## src/rtl/sps_pkg.sv

```systemverilog
// Shared definitions for the SDRAM refresh and power-state sequencer.
// Assumes: command bus is {cs_n, ras_n, cas_n, we_n}.
package sps_pkg;
    typedef enum logic [3:0] {
        ST_IDLE, ST_PRE, ST_WRP, ST_REF, ST_WRC,
        ST_SRE, ST_SR, ST_PD, ST_PDX
    } sps_state_e;

    localparam logic [3:0] CMD_NOP = 4'b0111;
    localparam logic [3:0] CMD_PRE = 4'b0010;
    localparam logic [3:0] CMD_REF = 4'b0001;

    localparam logic [1:0] PM_AWAKE = 2'b00;
    localparam logic [1:0] PM_PPD   = 2'b01;
    localparam logic [1:0] PM_APD   = 2'b10;
    localparam logic [1:0] PM_SELF  = 2'b11;
endpackage

```

## src/rtl/sps_ref_timer.sv

```systemverilog
// Refresh interval counter and pending-refresh count.
// Counts REF_CYC cycles per interval and adds one pending refresh per interval,
// saturating at MAX_POST. Assumes take is only raised while pend is nonzero.
module sps_ref_timer #(
    parameter int REF_CYC  = 1560,
    parameter int MAX_POST = 2,
    localparam int TW = $clog2(REF_CYC),
    localparam int PW = $clog2(MAX_POST + 1)
) (
    input  logic clk,
    input  logic rst_n,
    input  logic hold,
    input  logic clear,
    input  logic take,
    output logic due,
    output logic full
);
    localparam logic [TW-1:0] TIM_LAST = TW'(REF_CYC - 1);
    localparam logic [PW-1:0] PEND_MAX = PW'(MAX_POST);

    logic [TW-1:0] tim;
    logic [PW-1:0] pend;
    logic          tick;

    // interval expiry, suppressed while held
    always_comb tick = !hold && (tim == TIM_LAST);

    // interval counter: cleared on reset or hold, wraps on expiry
    always_ff @(posedge clk) begin
        if (!rst_n || hold)  tim <= '0;
        else if (tick)       tim <= '0;
        else                 tim <= tim + 1'b1;
    end

    // pending count: up on expiry (saturating), down when a refresh goes out
    always_ff @(posedge clk) begin
        if (!rst_n || clear) pend <= '0;
        else begin
            case ({tick, take})
                2'b10:   if (pend != PEND_MAX) pend <= pend + 1'b1;
                2'b01:   pend <= pend - 1'b1;
                default: pend <= pend;
            endcase
        end
    end

    // status for the sequencer
    always_comb begin
        due  = (pend != '0);
        full = (pend == PEND_MAX);
    end
endmodule

```

## src/rtl/sps_bank_track.sv

```systemverilog
// Open-bank tracker: one flag per bank, set by activation, cleared by a
// single-bank precharge or by the sequencer's precharge-all.
module sps_bank_track #(
    parameter int NUM_BANKS = 2
) (
    input  logic                 clk,
    input  logic                 rst_n,
    input  logic [NUM_BANKS-1:0] act,
    input  logic [NUM_BANKS-1:0] pre,
    input  logic                 pre_all,
    output logic                 any_open,
    output logic [NUM_BANKS-1:0] open_q
);
    for (genvar b = 0; b < NUM_BANKS; b++) begin : g_bank
        // per-bank open flag; precharge-all takes precedence
        always_ff @(posedge clk) begin
            if (!rst_n || pre_all) open_q[b] <= 1'b0;
            else if (pre[b])       open_q[b] <= 1'b0;
            else if (act[b])       open_q[b] <= 1'b1;
        end
    end

    // any bank open
    always_comb any_open = |open_q;
endmodule

```

## src/rtl/sps_fsm.sv

```systemverilog
// Sequencer state machine: picks refresh, self refresh or power down from idle,
// inserts precharge-all when banks are open, and times tRP, tRC and exit latency.
// Assumes T_RP >= 2, T_RC >= 2, T_XP >= 1.
module sps_fsm
    import sps_pkg::*;
#(
    parameter int T_RP = 3,
    parameter int T_RC = 7,
    parameter int T_XP = 2,
    localparam int TMAX = (T_RC > T_RP) ? ((T_RC > T_XP) ? T_RC : T_XP)
                                        : ((T_RP > T_XP) ? T_RP : T_XP),
    localparam int CW = $clog2(TMAX + 1)
) (
    input  logic       clk,
    input  logic       rst_n,
    input  logic       usr_busy,
    input  logic       pd_req,
    input  logic       sr_req,
    input  logic       due,
    input  logic       full,
    input  logic       any_open,
    output logic       grant,
    output logic       cke,
    output logic [3:0] cmd,
    output logic       a10,
    output logic [1:0] pd_mode,
    output logic       take,
    output logic       pre_all,
    output logic       tim_hold,
    output logic       pend_clr
);
    localparam logic [CW-1:0] LD_RP  = CW'(T_RP - 2);
    localparam logic [CW-1:0] LD_RC  = CW'(T_RC - 2);
    localparam logic [CW-1:0] LD_SRX = CW'(T_RC - 1);
    localparam logic [CW-1:0] LD_XP  = CW'(T_XP - 1);

    sps_state_e    st, st_n;
    logic [CW-1:0] cnt, cnt_n;
    logic          tgt_sr, tgt_sr_n;
    logic          ref_go, sr_go, pd_go;

    // start conditions seen from idle
    always_comb begin
        ref_go = due && (!usr_busy || full);
        sr_go  = sr_req && !usr_busy;
        pd_go  = pd_req && !usr_busy;
    end

    // next-state, wait counter and precharge target selection
    always_comb begin
        st_n     = st;
        cnt_n    = cnt;
        tgt_sr_n = tgt_sr;
        case (st)
            ST_IDLE: begin
                if (ref_go) begin
                    st_n     = any_open ? ST_PRE : ST_REF;
                    tgt_sr_n = 1'b0;
                end else if (sr_go) begin
                    st_n     = any_open ? ST_PRE : ST_SRE;
                    tgt_sr_n = 1'b1;
                end else if (pd_go) begin
                    st_n     = ST_PD;
                end
            end
            ST_PRE: begin
                st_n  = ST_WRP;
                cnt_n = LD_RP;
            end
            ST_WRP: begin
                if (cnt == '0) st_n = tgt_sr ? ST_SRE : ST_REF;
                else           cnt_n = cnt - 1'b1;
            end
            ST_REF: begin
                st_n  = ST_WRC;
                cnt_n = LD_RC;
            end
            ST_WRC, ST_PDX: begin
                if (cnt == '0) st_n = ST_IDLE;
                else           cnt_n = cnt - 1'b1;
            end
            ST_SRE: st_n = ST_SR;
            ST_SR: begin
                if (!sr_req) begin
                    st_n  = ST_WRC;
                    cnt_n = LD_SRX;
                end
            end
            ST_PD: begin
                if (!pd_req || full) begin
                    st_n  = ST_PDX;
                    cnt_n = LD_XP;
                end
            end
            default: st_n = ST_IDLE;
        endcase
    end

    // state registers
    always_ff @(posedge clk) begin
        if (!rst_n) begin
            st     <= ST_IDLE;
            cnt    <= '0;
            tgt_sr <= 1'b0;
        end else begin
            st     <= st_n;
            cnt    <= cnt_n;
            tgt_sr <= tgt_sr_n;
        end
    end

    // pin and handshake decode from the current state
    always_comb begin
        cke      = !(st == ST_SRE || st == ST_SR || st == ST_PD);
        a10      = (st == ST_PRE);
        pre_all  = (st == ST_PRE);
        take     = (st == ST_REF);
        tim_hold = (st == ST_SRE || st == ST_SR);
        pend_clr = (st == ST_SRE);
        grant    = (st == ST_IDLE) && !(ref_go || sr_go || pd_go);
        case (st)
            ST_PRE:         cmd = CMD_PRE;
            ST_REF, ST_SRE: cmd = CMD_REF;
            default:        cmd = CMD_NOP;
        endcase
        case (st)
            ST_SRE, ST_SR: pd_mode = PM_SELF;
            ST_PD:         pd_mode = any_open ? PM_APD : PM_PPD;
            default:       pd_mode = PM_AWAKE;
        endcase
    end
endmodule

```

## src/rtl/sdr_pwr_seq.sv

```systemverilog
// Top of the SDRAM refresh and power-state sequencer.
// Derives the refresh interval from CLK_MHZ (15.6 us per refresh) and ties the
// interval timer, open-bank tracker and state machine together.
module sdr_pwr_seq #(
    parameter int CLK_MHZ   = 100,
    parameter int T_RP      = 3,
    parameter int T_RC      = 7,
    parameter int T_XP      = 2,
    parameter int MAX_POST  = 2,
    parameter int NUM_BANKS = 2,
    localparam int REF_CYC  = (CLK_MHZ * 156) / 10
) (
    input  logic                 clk,
    input  logic                 rst_n,
    input  logic                 usr_busy,
    input  logic                 pd_req,
    input  logic                 sr_req,
    input  logic [NUM_BANKS-1:0] bank_act,
    input  logic [NUM_BANKS-1:0] bank_pre,
    output logic                 usr_grant,
    output logic                 sd_cke,
    output logic [3:0]           sd_cmd,
    output logic                 sd_a10,
    output logic [1:0]           pd_mode
);
    logic due, full, any_open, take, pre_all, tim_hold, pend_clr;
    logic [NUM_BANKS-1:0] open_q;

    sps_ref_timer #(.REF_CYC(REF_CYC), .MAX_POST(MAX_POST)) u_timer (
        .clk(clk), .rst_n(rst_n), .hold(tim_hold), .clear(pend_clr),
        .take(take), .due(due), .full(full)
    );

    sps_bank_track #(.NUM_BANKS(NUM_BANKS)) u_banks (
        .clk(clk), .rst_n(rst_n), .act(bank_act), .pre(bank_pre),
        .pre_all(pre_all), .any_open(any_open), .open_q(open_q)
    );

    sps_fsm #(.T_RP(T_RP), .T_RC(T_RC), .T_XP(T_XP)) u_fsm (
        .clk(clk), .rst_n(rst_n), .usr_busy(usr_busy), .pd_req(pd_req),
        .sr_req(sr_req), .due(due), .full(full), .any_open(any_open),
        .grant(usr_grant), .cke(sd_cke), .cmd(sd_cmd), .a10(sd_a10),
        .pd_mode(pd_mode), .take(take), .pre_all(pre_all),
        .tim_hold(tim_hold), .pend_clr(pend_clr)
    );
endmodule

```

## config.mk

```make
export PLATFORM = sky130hd
export DESIGN_NAME = sdr_pwr_seq
export DESIGN_NICKNAME = d
export VERILOG_FILES = /design/src/rtl/sps_pkg.sv /design/src/rtl/sps_ref_timer.sv /design/src/rtl/sps_bank_track.sv /design/src/rtl/sps_fsm.sv /design/src/rtl/sdr_pwr_seq.sv
export SDC_FILE = /design/constraint.sdc
export NUM_CORES = 1
export LEC_CHECK = 0
export ABC_AREA = 1
export CAP_MARGIN = 40
export CORE_ASPECT_RATIO = 1.25
export CORE_MARGIN = 2
export CORE_UTILIZATION = 45
export DETAILED_ROUTE_END_ITERATION = 12
export GPL_TIMING_DRIVEN = 0
export PLACE_DENSITY = 0.67
export SETUP_SLACK_MARGIN = 0.3
export SYNTH_ARGS = -nofsm -noshare
export SYNTH_HDL_FRONTEND = slang
export SYNTH_SLANG_ARGS = --single-unit
```

## constraint.sdc

```tcl
create_clock -name clk -period 2 [get_ports clk]
set_clock_uncertainty 0.05 [all_clocks]
set_input_delay 0.4 -clock clk [delete_from_list [all_inputs] [get_ports clk]]
set_output_delay 0.4 -clock clk [all_outputs]
set_load 0.02 [all_outputs]
```

==> summary.txt <==
Power and ir drop
  – Pwr/cell area: 1230 nW/um^2
  – Sequential power share: 27.4%
  – Comb power frac: 63.0%
  – Worst vdd ir: 0.971 mV
  – Net Sw Power: 1.08 mW
  – Int Pwr: 1.24 mW
  – Total Power: 2.32 mW
  – Leakage power: 0.842 nW
  – Clock Power Share: 9.6%
  – Sw frac: 46.4%

Cells and area
  – Core Util, Final: 64.8%
  – Layout cells sized above 1: 37.2%
  – Post-route cell area: 1890 um^2
  – Total Nets Final: 260
  – Layout area overhead: 37.6%
  – Ant diodes: 0
  – Finished Layout Cells: 283

Timing
  – Final setup margin: 185 ps
  – Final worst-path cycle share: 90.8%
  – Fmax: 0.551 GHz
  – Setup-failing EPs final: 0
  – Fin. Hold Viols: 0
  – Crit path time final: 1820 ps
  – Pins over their slew limit: 0
  – RSZ-0062 raised after global routing: yes

Die
  – Die height: 65.8 um
  – Starting density of the core: 47.1%
  – Die width: 53.4 um
  – Core area: 2920 um^2
  – I/O pins: 18
  – Die area: 3520 um^2
  – Row cnt: 22

GRT
  – Number of global-route vias before repair: 1436
  – Total track usage: 22.2%
  – First-pass GRT wire length: 5.79 mm
  – GRT overflow: 0
  – Largest net degree at the start of global routing: 14
  – Initial antenna violation count: 0

Worst setup path
  – Worst path cell trace: buf_6, nor2_4, inv_2, nor2_4, nand3_2, inv_2, buf_6
  – Worst Setup End Kind: primary output
  – Critical path required time: 1550 ps
  – R2R cell count: 13
  – Setup crit start: u_fsm.st[1]
  – Crit-path slowest cell: dfxtp_2
  – Arrival @ worst endpoint: 1370 ps
  – Critical path type: flop to primary output
  – Reg2Reg Capture Point: u_fsm.st[0]
  – Worst flop-to-flop path startpoint: u_fsm.st[1]
  – Crit-path max cell delay: 340 ps
  – Crit path launch type: flop
  – Crit-path max FO: 4
  – Reg2reg setup slack: 250 ps

CTS
  – Clock Path Buffers: 2
  – CTS tree: built
  – Htree depth: 1
  – CTS Hold Bufs: 0
  – Worst skew pair latency: 320 ps
  – Num CTS Buffers: 3
  – Clock sink count: 23
  – Clock slew seen by the registers of the worst setup and hold paths: 140 ps
  – Clk root buf: clkbuf_4

Drt
  – DRT Wirelength: 3.58 mm
  – Post-route ant nets: 0
  – Initial DRC Count: 32
  – WL/cell: 12.7 um
  – DRC viols: 0
  – Post-detailed-route via-to-cell ratio: 5.17
  – Pre-antenna DRT Iters: 4
  – Total number of vias: 1464

Outcome
  – Outcome: finished clean

Synth
  – Most frequent cell after synthesis: nand2_1
  – Post-synth ARST share: 0%
  – Sequential-to-total area share from yosys stat: 33.5%
  – Post-synth top cells: nand2_1 (44), nor2_1 (35), inv_1 (24), dfxtp_1 (23), a21oi_1 (16)
  – Mapped cell area: 1380 um^2
  – Syn Area/Cell: 6.58 um^2
  – Unique cell type count in the Yosys netlist: 26
  – Top post-synthesis cells by area: dfxtp_1 (33%), nand2_1 (12%), nor2_1 (9.6%), inv_1 (6.6%), a21oi_1 (5.8%)
  – Post-Syn Nets: 221
  – Post-synth top area share: 33.5%
  – Ys Warns: 0
  – Most used DFF post-synth: dfxtp_1
  – Cell count after synthesis: 209
  – EDFF count, synth: 0
  – Yosys reg bits: 23
  – Largest area contributor in the netlist: dfxtp_1

Worst hold path
  – Worst Hold Launch: u_timer.tim[0]
  – Worst min path class: flop to flop
  – WHS Endpoint: u_timer.tim[0]
  – Hold Path Cell Cnt: 1

Place
  – Routability cong.: 0.861
  – Hpwl dp: 2.40 mm
  – Dpl ws: -458 ps
  – Placed inst area: 1580 um^2
  – Buffers added on ports: 16
  – Placed cell count: 261

Run
  – Max cap viols: 0
==> layer usage <==
metal,vias up,wire [um],track usage [%]
met2,43,1930,41.0
met3,17,112,2.49
li1,742,-,-
met5,-,0,0
met1,662,1380,23.5
met4,0,161,11.5
==> state kept, by name, indices dropped and copies added (netlist names) <==
name,flops
u_fsm.st,4
u_banks.open_q,2
u_fsm.cnt,3
u_timer.tim,11
u_timer.pend,2
u_fsm.tgt_sr,1
==> logic make-up (layout without fill, tap and decap cells) <==
logic type | count (synthesis) | after routing | synth area share [%]
AND/OR/NAND/NOR | 123 | 123 | 43.0
XOR/XNOR | 3 | 3 | 1.91
adder cells (fa/ha/maj) | 3 | 3 | 2.73
flip-flops | 23 | 23 | 33.5
buffers and inverters | 32 | 70 | 9.55
other | 1 | 1 | 0.273
AO/OA/AOI/OAI | 24 | 24 | 9.01
==> cell usage in the layout (no fill, tap or decap), drive strengths merged <==
master	instances
nor2	43
o21ai	6
xor2	2
nand2	49
xnor2	1
a21oi	16
nand4	8
clkdlybuf4s50	6
a211oi	1
clkbuf	3
dlygate4sd2	2
a31oi	1
buf	28
ha	3
nand3	18
or2	1
nor3	4
dfxtp	23
conb	1
clkinv	1
inv	30
==> worst max-delay path, delay by kind of cell (launching register included) <==
kind | cells | cell delay (ps)
buffers and inverters | 4 | 380
DFF | 1 | 340
and+or+nand+nor | 3 | 320
==> final cells by class <==
type / instances / area (um^2)
fillers: 254 / 1030
multi-input cells: 154 / 920
flip-flops and latches: 23 / 474
repair buffers: 34 / 289
inverters: 30 / 118
well taps: 36 / 45.0
clock buffers: 3 / 22.5
plain buffers: 2 / 18.8
clock inverters: 1 / 5.00
==> how the worst max path moves through the flow <==
stage	cells past startpoint	to
floorplan	4	pd_mode[0]
global placement	6	usr_grant
detailed placement	6	usr_grant
CTS	7	usr_grant
global route	7	usr_grant
finish	7	usr_grant
==> repair_timing <==
action,CTS,global route
pin swaps,9,11
resized for setup,73,28
setup endpoints to repair,8,21
buffers inserted,16,2
==> metrics by stage <==
stage	setup TNS, ps	hold WS [ps]
2_1_floorplan	0	368
3_3_place_gp	-499	379
3_5_place_dp	-477	389
4_1_cts	0	411
5_1_grt	0	392
6_report	0	375
==> power groups by stage <==
stage,sequential (mW),combinational (mW),clock (mW)
after CTS,0.623,1.28,0.229
after global placement,0.614,1.02,0
after floorplan,0.605,0.771,0
final,0.634,1.46,0.223
after global routing,0.644,1.61,0.249
after detailed placement,0.619,1.04,0
Power figures use the tool's default switching activity.
